--- src/rtl/sws_pkg.sv ---
package sws_pkg;

    localparam int DW       = 32;
    localparam int SEL_W    = 3;
    localparam int FILL_W   = 2;
    localparam int LSB_W    = $clog2(DW);
    localparam int BYTE_W   = 8;
    localparam int HALF_W   = 16;
    localparam int NUM_SRC  = 2;

    localparam logic [SEL_W-1:0] SEL_HALF_LO = 3'd4;
    localparam logic [SEL_W-1:0] SEL_HALF_HI = 3'd5;
    localparam logic [SEL_W-1:0] SEL_FULL    = 3'd6;

    typedef enum logic [1:0] {
        FK_BYTE = 2'd0,
        FK_HALF = 2'd1,
        FK_FULL = 2'd2
    } fkind_e;

    typedef enum logic [FILL_W-1:0] {
        FILL_ZERO = 2'd0,
        FILL_SIGN = 2'd1,
        FILL_KEEP = 2'd2,
        FILL_KEEP_ALT = 2'd3
    } fill_e;

    typedef struct packed {
        fkind_e            kind;
        logic [LSB_W-1:0]  lsb;
    } field_t;

    function automatic field_t decode_sel(input logic [SEL_W-1:0] sel);
        field_t f;
        f.kind = FK_FULL;
        f.lsb  = '0;
        if (sel[2] == 1'b0) begin
            f.kind = FK_BYTE;
            f.lsb  = LSB_W'({sel[1:0], 3'b000});
        end else if (sel == SEL_HALF_LO) begin
            f.kind = FK_HALF;
            f.lsb  = '0;
        end else if (sel == SEL_HALF_HI) begin
            f.kind = FK_HALF;
            f.lsb  = LSB_W'(HALF_W);
        end
        return f;
    endfunction

    function automatic logic [DW-1:0] width_mask(input fkind_e k);
        logic [DW-1:0] m;
        case (k)
            FK_BYTE: m = DW'({BYTE_W{1'b1}});
            FK_HALF: m = DW'({HALF_W{1'b1}});
            default: m = '1;
        endcase
        return m;
    endfunction

    function automatic logic field_top(input logic [DW-1:0] v, input fkind_e k);
        logic t;
        case (k)
            FK_BYTE: t = v[BYTE_W-1];
            FK_HALF: t = v[HALF_W-1];
            default: t = v[DW-1];
        endcase
        return t;
    endfunction

endpackage

--- src/rtl/sws_src_lane.sv ---
module sws_src_lane
    import sws_pkg::*;
(
    input  logic                 clk,
    input  logic                 rst,
    input  logic                 load,
    input  logic [DW-1:0]        src,
    input  logic [SEL_W-1:0]     sel,
    input  logic                 sext,
    output logic [DW-1:0]        opnd
);

    field_t        fld;
    logic [DW-1:0] shifted;
    logic [DW-1:0] wmask;
    logic [DW-1:0] narrow;
    logic [DW-1:0] widened;
    logic          top_bit;

    always_comb begin
        fld     = decode_sel(sel);
        wmask   = width_mask(fld.kind);
        shifted = src >> fld.lsb;
        narrow  = shifted & wmask;
        top_bit = field_top(shifted, fld.kind);
        if (sext && (fld.kind != FK_FULL) && top_bit) begin
            widened = narrow | ~wmask;
        end else begin
            widened = narrow;
        end
    end

    always_ff @(posedge clk) begin
        if (rst) begin
            opnd <= '0;
        end else if (load) begin
            opnd <= widened;
        end
    end

endmodule

--- src/rtl/sws_dst_merge.sv ---
module sws_dst_merge
    import sws_pkg::*;
(
    input  logic                 clk,
    input  logic                 rst,
    input  logic                 load,
    input  logic [DW-1:0]        res,
    input  logic [DW-1:0]        old,
    input  logic [SEL_W-1:0]     sel,
    input  logic [FILL_W-1:0]    fill,
    output logic [DW-1:0]        merged
);

    field_t        fld;
    fill_e         pol;
    logic [DW-1:0] wmask;
    logic [DW-1:0] field_mask;
    logic [DW-1:0] below_mask;
    logic [DW-1:0] above_mask;
    logic [DW-1:0] placed;
    logic [DW-1:0] next_val;
    logic          top_bit;

    always_comb begin
        fld        = decode_sel(sel);
        pol        = fill_e'(fill);
        wmask      = width_mask(fld.kind);
        field_mask = wmask << fld.lsb;
        below_mask = (DW'(1) << fld.lsb) - DW'(1);
        above_mask = ~(field_mask | below_mask);
        placed     = (res & wmask) << fld.lsb;
        top_bit    = field_top(res, fld.kind);
        case (pol)
            FILL_ZERO: next_val = placed;
            FILL_SIGN: next_val = top_bit ? (placed | above_mask) : placed;
            default:   next_val = placed | (old & ~field_mask);
        endcase
    end

    always_ff @(posedge clk) begin
        if (rst) begin
            merged <= '0;
        end else if (load) begin
            merged <= next_val;
        end
    end

endmodule

--- src/rtl/subword_sel_merge.sv ---
module subword_sel_merge
    import sws_pkg::*;
(
    input  logic              clk,
    input  logic              rst,
    input  logic              src_valid,
    input  logic [31:0]       src_a,
    input  logic [31:0]       src_b,
    input  logic [2:0]        src_a_sel,
    input  logic [2:0]        src_b_sel,
    input  logic              src_a_sext,
    input  logic              src_b_sext,
    output logic              opnd_valid,
    output logic [31:0]       opnd_a,
    output logic [31:0]       opnd_b,
    input  logic              res_valid,
    input  logic [31:0]       alu_res,
    input  logic [31:0]       dst_old,
    input  logic [2:0]        dst_sel,
    input  logic [1:0]        dst_fill,
    output logic              merge_valid,
    output logic [31:0]       merge_out
);

    logic [DW-1:0]    lane_src  [NUM_SRC];
    logic [SEL_W-1:0] lane_sel  [NUM_SRC];
    logic             lane_sext [NUM_SRC];
    logic [DW-1:0]    lane_out  [NUM_SRC];

    assign lane_src[0]  = src_a;
    assign lane_src[1]  = src_b;
    assign lane_sel[0]  = src_a_sel;
    assign lane_sel[1]  = src_b_sel;
    assign lane_sext[0] = src_a_sext;
    assign lane_sext[1] = src_b_sext;

    for (genvar i = 0; i < NUM_SRC; i++) begin : g_lane
        sws_src_lane u_lane (
            .clk  (clk),
            .rst  (rst),
            .load (src_valid),
            .src  (lane_src[i]),
            .sel  (lane_sel[i]),
            .sext (lane_sext[i]),
            .opnd (lane_out[i])
        );
    end

    assign opnd_a = lane_out[0];
    assign opnd_b = lane_out[1];

    sws_dst_merge u_merge (
        .clk    (clk),
        .rst    (rst),
        .load   (res_valid),
        .res    (alu_res),
        .old    (dst_old),
        .sel    (dst_sel),
        .fill   (dst_fill),
        .merged (merge_out)
    );

    always_ff @(posedge clk) begin
        if (rst) begin
            opnd_valid  <= 1'b0;
            merge_valid <= 1'b0;
        end else begin
            opnd_valid  <= src_valid;
            merge_valid <= res_valid;
        end
    end

endmodule

--- config.mk ---
export PLATFORM = sky130hd
export DESIGN_NAME = subword_sel_merge
export DESIGN_NICKNAME = d
export VERILOG_FILES = /design/src/rtl/sws_pkg.sv /design/src/rtl/sws_src_lane.sv /design/src/rtl/sws_dst_merge.sv /design/src/rtl/subword_sel_merge.sv
export SDC_FILE = /design/constraint.sdc
export NUM_CORES = 1
export LEC_CHECK = 0
export ABC_AREA = 1
export ABC_CLOCK_PERIOD_IN_PS = 1850
export BUFFER_PORTS_ARGS = -buffer_cell sky130_fd_sc_hd__buf_2
export CAP_MARGIN = 20
export CORE_MARGIN = 4
export CORE_UTILIZATION = 49
export DETAILED_ROUTE_END_ITERATION = 10
export PLACE_DENSITY_LB_ADDON = 0.12
export SLEW_MARGIN = 20
export SYNTH_ARGS = -nofsm -noshare
export SYNTH_HDL_FRONTEND = slang
export SYNTH_SLANG_ARGS = --single-unit
--- constraint.sdc ---
create_clock -name clk -period 1.85 [get_ports clk]
set_clock_uncertainty 0.15 [all_clocks]
set_input_delay 0.37 -clock clk [delete_from_list [all_inputs] [get_ports clk]]
set_output_delay 0.37 -clock clk [all_outputs]
set_load 0.03 [all_outputs]
Word level (Yosys, flattened, before mapping) --
Index checks and enable logic that the tools add are counted.
Operators by class: shift-type cells 5, bitwise operators 13, add/subtract/negate cells 1, reduce and logical (&&, ||, !) cells 8, eq/ne operators 12, muxes and demuxes 19
Operators with widths (count):
- case mux 32 bit (2 select lines) | 4
- bitwise OR 32 bit | 5
- bitwise AND 32 bit | 4
- NOT 32 bit | 4
- 2-to-1 mux 32 bit | 3
- left shift 32 x 5 -> 32 bit | 2
- >> shifter 32 x 5 -> 32 bit | 2
- 2-to-1 mux 7 bit | 9
- left shift 1 x 5 -> 32 bit (first input constant) | 1
- subtractor 32 x 2 -> 32 bit (second input constant) | 1
- equality test 3 bit (second input constant) | 6
- equality test 2 x 1 -> 1 bit (second input constant) | 4
- logical NOT 2 bit | 4
- case mux 1 bit (2 select lines) | 3
- logical AND 1 bit | 4
- != test 2 bit (second input constant) | 2
Storage, ports and cells: input port bits 145, flip-flop bits (word level) 98, output and inout bits 98

Longest topological paths before layout --
Gate-level depths: netlist of run 1.
depth in word-level cells 12, depth in mapped cells 10, mapped depth without buffers 9

By module --
A second synthesis of run 1 with hierarchy kept.
Unflattened totals: cell total of the unflattened synthesis 973, area total of the unflattened synthesis 6277.3 um^2
Modules (own cells, without submodules):
- sws_dst_merge | area each 2417.3 um^2, times used 1, cells each 438, sequential area each 640.6 um^2
- sws_src_lane (g_lane[0].u_lane) | area each 1913.1 um^2, times used 1, cells each 263, sequential area each 640.6 um^2
- sws_src_lane (g_lane[1].u_lane) | area each 1891.8 um^2, times used 1, cells each 266, sequential area each 640.6 um^2
- subword_sel_merge | area each 55.1 um^2, times used 1, cells each 6, sequential area each 40.0 um^2

Worst setup path before layout of run 1 --
OpenSTA, ideal clock, no wires.
kind in2reg, start point in src_a_sel[0], end point reg g_lane[0].u_lane.opnd[22], data arrival time 1.249 ns, setup time 0.130 ns, cell stages on the path 10, slack 0.321 ns, buffers on the path 2, cell sequence buf_4 -> nand2_1 -> nand2_1 -> nand2_2 -> nand2_1 -> nand3_1 -> nand2_2 -> nand2_4 -> buf_8 -> a21oi_4
Between the ends: word-level cells in the longest chain between the ends 9
RTL lines:
- from (decl) | RTL line subword_sel_merge.sv:9 | input logic [2:0] src_a_sel,
- equality test 3 bit | RTL line sws_pkg.sv:43 | end else if (sel == SEL_HALF_HI) begin
- 2-to-1 mux 7 bit | RTL line sws_pkg.sv:43
- 2-to-1 mux 7 bit | RTL line sws_pkg.sv:40 | end else if (sel == SEL_HALF_LO) begin
- 2-to-1 mux 7 bit * | RTL line sws_pkg.sv:37 | if (sel[2] == 1'b0) begin
- parallel branches: the longest is 4 deep, another holds >> shifter 32 x 5 -> 32 bit
- 2-to-1 mux 32 bit * | RTL line sws_src_lane.sv:26 | if (sext && (fld.kind != FK_FULL) && top_bit) begin
- to (signal assigned) | RTL line sws_src_lane.sv:37 | opnd <= widened;
- to (decl) | RTL line sws_src_lane.sv:10 | output logic [DW-1:0] opnd
Mark *: on every way between the ends. A chain may end at the register's enable or synchronous reset.

Worst setup path after layout of run 1 --
start point reg g_lane[0].u_lane.opnd[7], end point out opnd_a[7]
RTL lines:
- to (decl) | RTL line subword_sel_merge.sv:14 | output logic [31:0] opnd_a,
No word-level cell between the ends.

==> impl_metrics.xml, run 1 <==
<?xml version="1.0" encoding="UTF-8"?>
<metrics>
  <group name="outcome">
    <metric name="outcome" unit="">finished clean</metric>
  </group>
  <group name="placement">
    <metric name="routabilityCongestion" unit="">0.945</metric>
    <metric name="port-buffer-count" unit="">242</metric>
    <metric name="dp_hpwl" unit="mm">15.3</metric>
    <metric name="place.detailed.instances" unit="">1230</metric>
  </group>
  <group name="synthesis">
    <metric name="async_reset_ff_frac" unit="">0</metric>
    <metric name="synth-adder-area-share" unit="">0</metric>
    <metric name="synthTopCellsByArea" unit="">sky130_fd_sc_hd__dfxtp_1, sky130_fd_sc_hd__nand2_1, sky130_fd_sc_hd__o21ai_0</metric>
    <metric name="postSynth.topFlopCell" unit="">sky130_fd_sc_hd__dfxtp_1</metric>
    <metric name="synth-compound-area-share" unit="">0.284</metric>
    <metric name="ys_seq_elements" unit="">98</metric>
    <metric name="xor_xnor_share_of_the_synthesized_area" unit="">0</metric>
    <metric name="synth-seq-area-share" unit="">0.338</metric>
    <metric name="synth_area_leader_cell" unit="">sky130_fd_sc_hd__dfxtp_1</metric>
    <metric name="synth.most_common_cell" unit="">sky130_fd_sc_hd__nand2_1</metric>
    <metric name="synth.yosys.warnings" unit="">0</metric>
    <metric name="combinational_family_with_the_most_area_after_synthesis" unit="">compound AO/OA/AOI/OAI gates</metric>
    <metric name="syn-mean-instance-area" unit="um^2">6.70</metric>
    <metric name="netlist_top_cells_count" unit="">sky130_fd_sc_hd__nand2_1, sky130_fd_sc_hd__o21ai_0, sky130_fd_sc_hd__inv_1, sky130_fd_sc_hd__dfxtp_1, sky130_fd_sc_hd__a21oi_1</metric>
    <metric name="yosys-mux-area-fraction" unit="">0</metric>
    <metric name="share_of_the_synthesized_area_in_the_top_cell_type" unit="">0.338</metric>
    <metric name="post_synth_inst_count" unit="">867</metric>
    <metric name="yosysUniqueCellTypes" unit="">29</metric>
    <metric name="synth-edff-count" unit="">0</metric>
    <metric name="basic_gate_share_of_the_synthesized_area_counting_and_or_nand_and_nor_cells" unit="">0.257</metric>
    <metric name="synth.cell_area" unit="um^2">5810</metric>
    <metric name="mappedNetlistNets" unit="">1012</metric>
  </group>
  <group name="critical_path">
    <metric name="max_stage_delay" unit="ns">0.39</metric>
    <metric name="cp.required" unit="ns">1.33</metric>
    <metric name="worstRegToRegCells" unit="">2</metric>
    <metric name="worst_path_max_delay_cell" unit="">sky130_fd_sc_hd__dfxtp_1</metric>
    <metric name="timing.critical_path.max_delay_family" unit="">flip-flops</metric>
    <metric name="timing_worst_setup_path_type" unit="">flop to output pin</metric>
    <metric name="worst_setup_path_start_kind" unit="">flop</metric>
    <metric name="worstPathCellList" unit="">buf_2</metric>
    <metric name="worst-path-stages" unit="">1</metric>
    <metric name="endpoint" unit="">opnd_a[7]</metric>
    <metric name="crit-reg2reg-capture" unit="">g_lane[1].u_lane.opnd[27]</metric>
    <metric name="slack_of_the_worst_reg_to_reg_path" unit="ns">0.93</metric>
    <metric name="timing.critical_path.fanout_max" unit="">2</metric>
    <metric name="worstSetupStartpoint" unit="">g_lane[0].u_lane.opnd[7]</metric>
    <metric name="cp_num_buf_inv" unit="">1</metric>
    <metric name="arrival" unit="ns">0.95</metric>
    <metric name="regToRegStartpoint" unit="">g_lane[1].u_lane.opnd[27]</metric>
    <metric name="critPathCaptureType" unit="">output pin</metric>
  </group>
  <group name="route">
    <metric name="wl_met3" unit="mm">1.55</metric>
    <metric name="average_routed_wire_per_standard_cell" unit="um">15.7</metric>
    <metric name="drt-pass1-iter-count" unit="">8</metric>
    <metric name="drt_drc_violations_left" unit="">0</metric>
    <metric name="via_per_instance_ratio" unit="">5.35</metric>
    <metric name="drtIter0Drc" unit="">633</metric>
    <metric name="highest-signal-layer" unit="">met4</metric>
    <metric name="postRouteWirelength" unit="mm">19.5</metric>
    <metric name="detailroute.wirelength.met2" unit="mm">9.23</metric>
    <metric name="detailed_route_via_count" unit="">6661</metric>
    <metric name="drt.antenna.violating_nets" unit="">0</metric>
    <metric name="wl_met1" unit="mm">8.27</metric>
  </group>
  <group name="die">
    <metric name="placement_rows" unit="">39</metric>
    <metric name="num_io_pins" unit="">243</metric>
    <metric name="dieArea" unit="um^2">13700</metric>
    <metric name="die_w" unit="um">117</metric>
    <metric name="effective_utilization_at_floorplan" unit="">0.504</metric>
    <metric name="area_of_the_core_region" unit="um^2">11500</metric>
    <metric name="die_height" unit="um">117</metric>
  </group>
  <group name="worst_hold_path">
    <metric name="hp-class" unit="">input port to flop</metric>
    <metric name="hold_path.startpoint" unit="">dst_old[29]</metric>
  </group>
  <group name="clocking">
    <metric name="clkSinkCount" unit="">98</metric>
    <metric name="cts.repair.resized" unit="">0</metric>
    <metric name="cts_setup_buffers" unit="">0</metric>
    <metric name="clock_tree_from_tritoncts" unit="">built</metric>
    <metric name="cts_made_buffers" unit="">9</metric>
    <metric name="clock_insertion_delay_worst_skew" unit="ns">0.34</metric>
    <metric name="clock_pin_slew_reported_for_the_worst_setup_and_hold_paths_after_clock_tree_synthesis" unit="ns">0.07</metric>
    <metric name="htree_levels" unit="">3</metric>
    <metric name="cts.path.max_buffers" unit="">2</metric>
    <metric name="root_buffer" unit="">sky130_fd_sc_hd__clkbuf_16</metric>
    <metric name="post_cts_hold_buffer_count" unit="">0</metric>
  </group>
  <group name="cells_and_area">
    <metric name="drive_gt1_frac" unit="">0.313</metric>
    <metric name="combined_flip_flop_and_latch_cell_area" unit="um^2">1960</metric>
    <metric name="final.fill_count" unit="">1151</metric>
    <metric name="fin_cells" unit="">1246</metric>
    <metric name="multi_input_area" unit="um^2">3140</metric>
    <metric name="finish.utilization" unit="">0.652</metric>
    <metric name="p_r_area_growth_vs_syn" unit="%">29.3</metric>
    <metric name="fin_nets" unit="">1243</metric>
    <metric name="antenna_cells_inserted" unit="">0</metric>
  </group>
  <group name="sta">
    <metric name="fin_crit" unit="ns">1.47</metric>
    <metric name="timing.final.hold_violations" unit="">0</metric>
    <metric name="fin_worst_hold_slack" unit="ns">0.159</metric>
    <metric name="setup_repair_after_global_routing_missed_its_margin" unit="">no</metric>
    <metric name="drv_slew" unit="">0</metric>
    <metric name="max_clock_freq" unit="GHz">0.681</metric>
    <metric name="finalSetupTns" unit="ns">0</metric>
    <metric name="timing.slew.headroom" unit="">0.693</metric>
    <metric name="tightestPinTransition" unit="ns">0.455</metric>
    <metric name="post-route-period-util" unit="">0.794</metric>
    <metric name="setup_viol" unit="">0</metric>
  </group>
  <group name="run">
    <metric name="drv.max_cap_violation_count" unit="">0</metric>
  </group>
  <group name="global_route">
    <metric name="grt_overflow_total" unit="">0</metric>
    <metric name="antenna_found_initial" unit="">0</metric>
    <metric name="all_layer_global_routing_usage" unit="">0.283</metric>
    <metric name="first_pass_grt_wire_length" unit="mm">30.9</metric>
    <metric name="largest_net_degree_at_the_start_of_global_routing" unit="">53</metric>
    <metric name="number_of_global_route_vias_before_repair" unit="">6244</metric>
  </group>
  <group name="power_and_ir_drop">
    <metric name="static-leakage-power" unit="nW">4.05</metric>
    <metric name="peakVddDrop" unit="mV">0.444</metric>
    <metric name="power-per-cell-area" unit="nW/um^2">777</metric>
  </group>
</metrics>
==> cells in the final DEF, fill, tap and decap left out <==
cell type,n
sky130_fd_sc_hd__clkbuf_16,9
sky130_fd_sc_hd__clkinvlp_4,1
sky130_fd_sc_hd__nand2_4,5
sky130_fd_sc_hd__a31oi_1,6
sky130_fd_sc_hd__o221ai_1,8
sky130_fd_sc_hd__nand4_1,6
sky130_fd_sc_hd__buf_4,26
sky130_fd_sc_hd__clkinv_1,1
sky130_fd_sc_hd__nand3_2,7
sky130_fd_sc_hd__clkinv_4,1
sky130_fd_sc_hd__buf_12,6
sky130_fd_sc_hd__nand2_2,9
sky130_fd_sc_hd__inv_2,11
sky130_fd_sc_hd__a21oi_1,95
sky130_fd_sc_hd__nand3b_1,2
sky130_fd_sc_hd__nand4_2,2
sky130_fd_sc_hd__nand2_1,177
sky130_fd_sc_hd__dfxtp_1,98
sky130_fd_sc_hd__inv_6,3
sky130_fd_sc_hd__nor2_1,49
sky130_fd_sc_hd__o211ai_1,14
sky130_fd_sc_hd__nor3_1,3
sky130_fd_sc_hd__inv_1,100
sky130_fd_sc_hd__o21ai_2,1
sky130_fd_sc_hd__o21ai_0,107
sky130_fd_sc_hd__a21oi_4,20
sky130_fd_sc_hd__buf_2,242
sky130_fd_sc_hd__clkinv_2,2
sky130_fd_sc_hd__nand3_1,74
sky130_fd_sc_hd__o21ai_1,18
==> per-layer routing <==
layer | track usage | vias up
met4 | 0.0803 | 0
met5 | 0 | -
li1 | - | 3331
met3 | 0.0447 | 33
met1 | 0.372 | 2961
met2 | 0.480 | 336
==> flip-flops by register name, indices dropped and copies added, names as in the netlist <==
signal and count:
u_merge.merged 32, merge_valid 1, g_lane.u_lane.opnd 64, opnd_valid 1
==> kinds of logic after synthesis <==
family,Yosys count
simple gates,334
compound gates,269
buf+inv,166
flops,98
==> per-stage QoR <==
step / power [mW] / area, um^2 / setup WS [ns]
2_1_floorplan: 3.50 / 5810 / 0.321
3_3_place_gp: 4.09 / 7230 / 0.102
3_5_place_dp: 4.09 / 7230 / 0.0622
4_1_cts: 5.84 / 7510 / 0.376
5_1_grt: 6.12 / 7510 / 0.253
6_report: 5.83 / 7510 / 0.381
==> final cells by class <==
type,instances,area share
flip-flops and latches,98,0.261
well taps,143,0.0238
inverters,112,0.0560
clock buffers,9,0.0300
clock inverters,7,0.00700
multi-input cells,603,0.418
repair buffers,274,0.203
==> power by group <==
part | switching, mW | leakage, nW | internal (mW)
registers | 0.0921 | 0.813 | 2.27
clock network | 0.858 | 0.137 | 0.925
logic | 1.12 | 3.10 | 0.566
total | 2.07 | 4.05 | 3.76
==> worst min path at each step <==
| stage | endpoint | slack [ns] | cells past startpoint |
|---|---|---|---|
| final | u_merge.merged[29] | 0.16 | 3 |
| after global routing | u_merge.merged[30] | 0.16 | 3 |
| after CTS | u_merge.merged[30] | 0.15 | 3 |
| after detailed placement | g_lane[0].u_lane.opnd[6] | 0.32 | 2 |
| after global placement | g_lane[0].u_lane.opnd[4] | 0.32 | 2 |
| after floorplan | u_merge.merged[29] | 0.40 | 2 |
Note: power is estimated with default switching activity, not from simulation.
==> run 2: changes to the inputs <==
--- a/config.mk
+++ b/config.mk
@@ -6,11 +6,11 @@
 export NUM_CORES = 1
 export LEC_CHECK = 0
 export ABC_AREA = 1
-export ABC_CLOCK_PERIOD_IN_PS = 1850
+export ABC_CLOCK_PERIOD_IN_PS = 1350
 export BUFFER_PORTS_ARGS = -buffer_cell sky130_fd_sc_hd__buf_2
 export CAP_MARGIN = 20
 export CORE_MARGIN = 4
-export CORE_UTILIZATION = 49
+export CORE_UTILIZATION = 44
 export DETAILED_ROUTE_END_ITERATION = 10
 export PLACE_DENSITY_LB_ADDON = 0.12
 export SLEW_MARGIN = 20
==> constraint.sdc (replaced) <==
create_clock -name clk -period 1.35 [get_ports clk]
set_clock_uncertainty 0.15 [all_clocks]
set_input_delay 0.27 -clock clk [delete_from_list [all_inputs] [get_ports clk]]
set_output_delay 0.27 -clock clk [all_outputs]
set_load 0.03 [all_outputs]
==> impl_metrics.xml, run 2 (synthesis gave the netlist of run 1 again) <==
<?xml version="1.0" encoding="UTF-8"?>
<metrics>
  <group name="power_and_ir_drop">
    <metric name="peakVddDrop" unit="mV">0.602</metric>
    <metric name="portion_of_total_power_attributed_to_sequential_cells" unit="">0.382</metric>
    <metric name="power_switching" unit="mW">2.89</metric>
    <metric name="cell_internal_pwr" unit="mW">5.62</metric>
    <metric name="power-per-cell-area" unit="nW/um^2">1010</metric>
    <metric name="power.share.clock" unit="">0.307</metric>
    <metric name="power_switching_share" unit="">0.339</metric>
    <metric name="combPwrFrac" unit="">0.310</metric>
    <metric name="static-leakage-power" unit="nW">4.48</metric>
  </group>
  <group name="sta">
    <metric name="timing.final.hold_violations" unit="">0</metric>
    <metric name="timing.slew.headroom" unit="">0.716</metric>
    <metric name="max_clock_freq" unit="GHz">0.753</metric>
    <metric name="finalSetupTns" unit="ns">0</metric>
    <metric name="post-route-period-util" unit="">0.984</metric>
    <metric name="tightestPinTransition" unit="ns">0.421</metric>
    <metric name="setup_viol" unit="">0</metric>
    <metric name="fin_crit" unit="ns">1.33</metric>
    <metric name="fin_worst_hold_slack" unit="ns">0.0705</metric>
    <metric name="drv_slew" unit="">0</metric>
  </group>
  <group name="die">
    <metric name="effective_utilization_at_floorplan" unit="">0.455</metric>
    <metric name="die_w" unit="um">123</metric>
    <metric name="dieArea" unit="um^2">15100</metric>
    <metric name="die_height" unit="um">123</metric>
    <metric name="area_of_the_core_region" unit="um^2">12800</metric>
    <metric name="num_io_pins" unit="">243</metric>
    <metric name="placement_rows" unit="">41</metric>
  </group>
  <group name="critical_path">
    <metric name="crit-reg2reg-capture" unit="">g_lane[1].u_lane.opnd[22]</metric>
    <metric name="max_stage_delay" unit="ns">0.36</metric>
    <metric name="arrival" unit="ns">0.91</metric>
    <metric name="worstRegToRegCells" unit="">2</metric>
    <metric name="worstPathCellList" unit="">clkbuf_4</metric>
    <metric name="worst-path-stages" unit="">1</metric>
    <metric name="cp_num_buf_inv" unit="">1</metric>
    <metric name="timing_worst_setup_path_type" unit="">flop to output pin</metric>
    <metric name="critPathCaptureType" unit="">output pin</metric>
    <metric name="cp.required" unit="ns">0.93</metric>
    <metric name="timing.critical_path.max_delay_family" unit="">flip-flops</metric>
    <metric name="slack_of_the_worst_reg_to_reg_path" unit="ns">0.38</metric>
    <metric name="worst_setup_path_start_kind" unit="">flop</metric>
    <metric name="worst_path_max_delay_cell" unit="">sky130_fd_sc_hd__dfxtp_1</metric>
    <metric name="timing.critical_path.fanout_max" unit="">2</metric>
    <metric name="regToRegStartpoint" unit="">g_lane[1].u_lane.opnd[22]</metric>
  </group>
  <group name="route">
    <metric name="detailed_route_via_count" unit="">6851</metric>
    <metric name="postRouteWirelength" unit="mm">20.2</metric>
    <metric name="drtIter0Drc" unit="">466</metric>
    <metric name="drt_drc_violations_left" unit="">0</metric>
    <metric name="drt-pass1-iter-count" unit="">5</metric>
    <metric name="average_routed_wire_per_standard_cell" unit="um">14.9</metric>
    <metric name="via_per_instance_ratio" unit="">5.04</metric>
    <metric name="drt.antenna.violating_nets" unit="">0</metric>
  </group>
  <group name="cells_and_area">
    <metric name="fin_nets" unit="">1326</metric>
    <metric name="reg.largest.list" unit="">g_lane.u_lane.opnd x64, u_merge.merged x32</metric>
    <metric name="fin_cells" unit="">1358</metric>
    <metric name="max_flop_register" unit="">g_lane.u_lane.opnd</metric>
    <metric name="antenna_cells_inserted" unit="">0</metric>
    <metric name="flip_flop_count_of_the_largest_register_all_copies_and_words_added" unit="">64</metric>
    <metric name="p_r_area_growth_vs_syn" unit="%">44.3</metric>
    <metric name="most-common-layout-cells" unit="">sky130_fd_sc_hd__buf_2, sky130_fd_sc_hd__nand2_1, sky130_fd_sc_hd__buf_4, sky130_fd_sc_hd__o21ai_0, sky130_fd_sc_hd__inv_1</metric>
    <metric name="leading_cell_type_in_the_layout_fill_and_taps_excluded" unit="">sky130_fd_sc_hd__buf_2</metric>
    <metric name="drive_gt1_frac" unit="">0.368</metric>
  </group>
  <group name="placement">
    <metric name="dp_hpwl" unit="mm">16.2</metric>
    <metric name="routabilityCongestion" unit="">0.917</metric>
    <metric name="place.detailed.instances" unit="">1342</metric>
    <metric name="port-buffer-count" unit="">242</metric>
  </group>
  <group name="clocking">
    <metric name="clock_pin_slew_reported_for_the_worst_setup_and_hold_paths_after_clock_tree_synthesis" unit="ns">0.08</metric>
    <metric name="root_buffer" unit="">sky130_fd_sc_hd__clkbuf_16</metric>
    <metric name="cts.path.max_buffers" unit="">2</metric>
    <metric name="clkSinkCount" unit="">98</metric>
    <metric name="cts_made_buffers" unit="">9</metric>
    <metric name="post_cts_hold_buffer_count" unit="">0</metric>
    <metric name="clock_insertion_delay_worst_skew" unit="ns">0.34</metric>
    <metric name="clock_tree_from_tritoncts" unit="">built</metric>
    <metric name="htree_levels" unit="">3</metric>
  </group>
  <group name="global_route">
    <metric name="number_of_global_route_vias_before_repair" unit="">6347</metric>
    <metric name="grt_overflow_total" unit="">0</metric>
    <metric name="all_layer_global_routing_usage" unit="">0.261</metric>
    <metric name="first_pass_grt_wire_length" unit="mm">31.1</metric>
    <metric name="antenna_found_initial" unit="">0</metric>
    <metric name="largest_net_degree_at_the_start_of_global_routing" unit="">39</metric>
  </group>
  <group name="outcome">
    <metric name="outcome" unit="">finished clean</metric>
  </group>
  <group name="worst_hold_path">
    <metric name="hold_path.startpoint" unit="">dst_old[30]</metric>
    <metric name="min_to" unit="">u_merge.merged[30]</metric>
    <metric name="hp-class" unit="">input port to flop</metric>
    <metric name="timing.hold.worst_path_depth" unit="">3</metric>
  </group>
  <group name="run">
    <metric name="drv.max_cap_violation_count" unit="">0</metric>
  </group>
</metrics>
run 2: cell count changes in the layout (fill, tap and decap cells not counted), sizes merged:
cell / before / now
clkbuf: 9 / 19
bufinv: 0 / 1
buf: 274 / 348
clkinv: 4 / 2
run 2: cell type report:
type	instances	area [um^2]
clock buffer	10	229
clock inverter	6	71.3
fill	1223	4390
inverter	112	423
multi-input combinational	603	3180
sequential	98	1970
tap	172	215
timing repair buffer	357	2300
run 2: what timing repair did:
action,CTS,global route
buffers inserted,0,0
setup endpoints to repair,11,60
cloned,0,0
resized for setup,13,54
run 2: power by group through the flow:
stage / clock network, mW / logic, mW / registers (mW)
finish: 2.61 / 2.64 / 3.25
global route: 2.78 / 2.87 / 3.27
CTS: 2.66 / 2.59 / 3.25
detailed placement: 0 / 2.56 / 3.31
global placement: 0 / 2.56 / 3.31
floorplan: 0 / 1.08 / 3.72
run 2: metrics by stage:
stage	util	cell area [um^2]	power, mW	setup slack (ns)
after floorplan	-	5830	4.80	-0.0344
after global placement	0.622	7940	5.86	-0.334
after detailed placement	0.622	7940	5.87	-0.332
after CTS	0.648	8270	8.50	0.000300
after global routing	0.656	8380	8.92	-0.00633
final	0.656	8380	8.50	0.0214
run 2: worst max path at each step:
stage | startpoint | to | slack [ns]
final | u_merge.merged[6] | merge_out[6] | 0.02
after global routing | src_a_sel[2] | g_lane[0].u_lane.opnd[17] | -0.006
after CTS | g_lane[0].u_lane.opnd[23] | opnd_a[23] | 0.0003
after detailed placement | src_a_sel[2] | g_lane[0].u_lane.opnd[9] | -0.33
after global placement | src_b_sel[2] | g_lane[1].u_lane.opnd[1] | -0.33
after floorplan | src_a_sel[0] | g_lane[0].u_lane.opnd[23] | -0.03
run 2: layer usage:
metal,wire length [um],vias to the layer above,global-route usage
met5,0,-,0
met4,521,0,0.0973
met3,1530,35,0.0484
met2,9580,293,0.436
met1,8610,3022,0.334
li1,-,3501,-
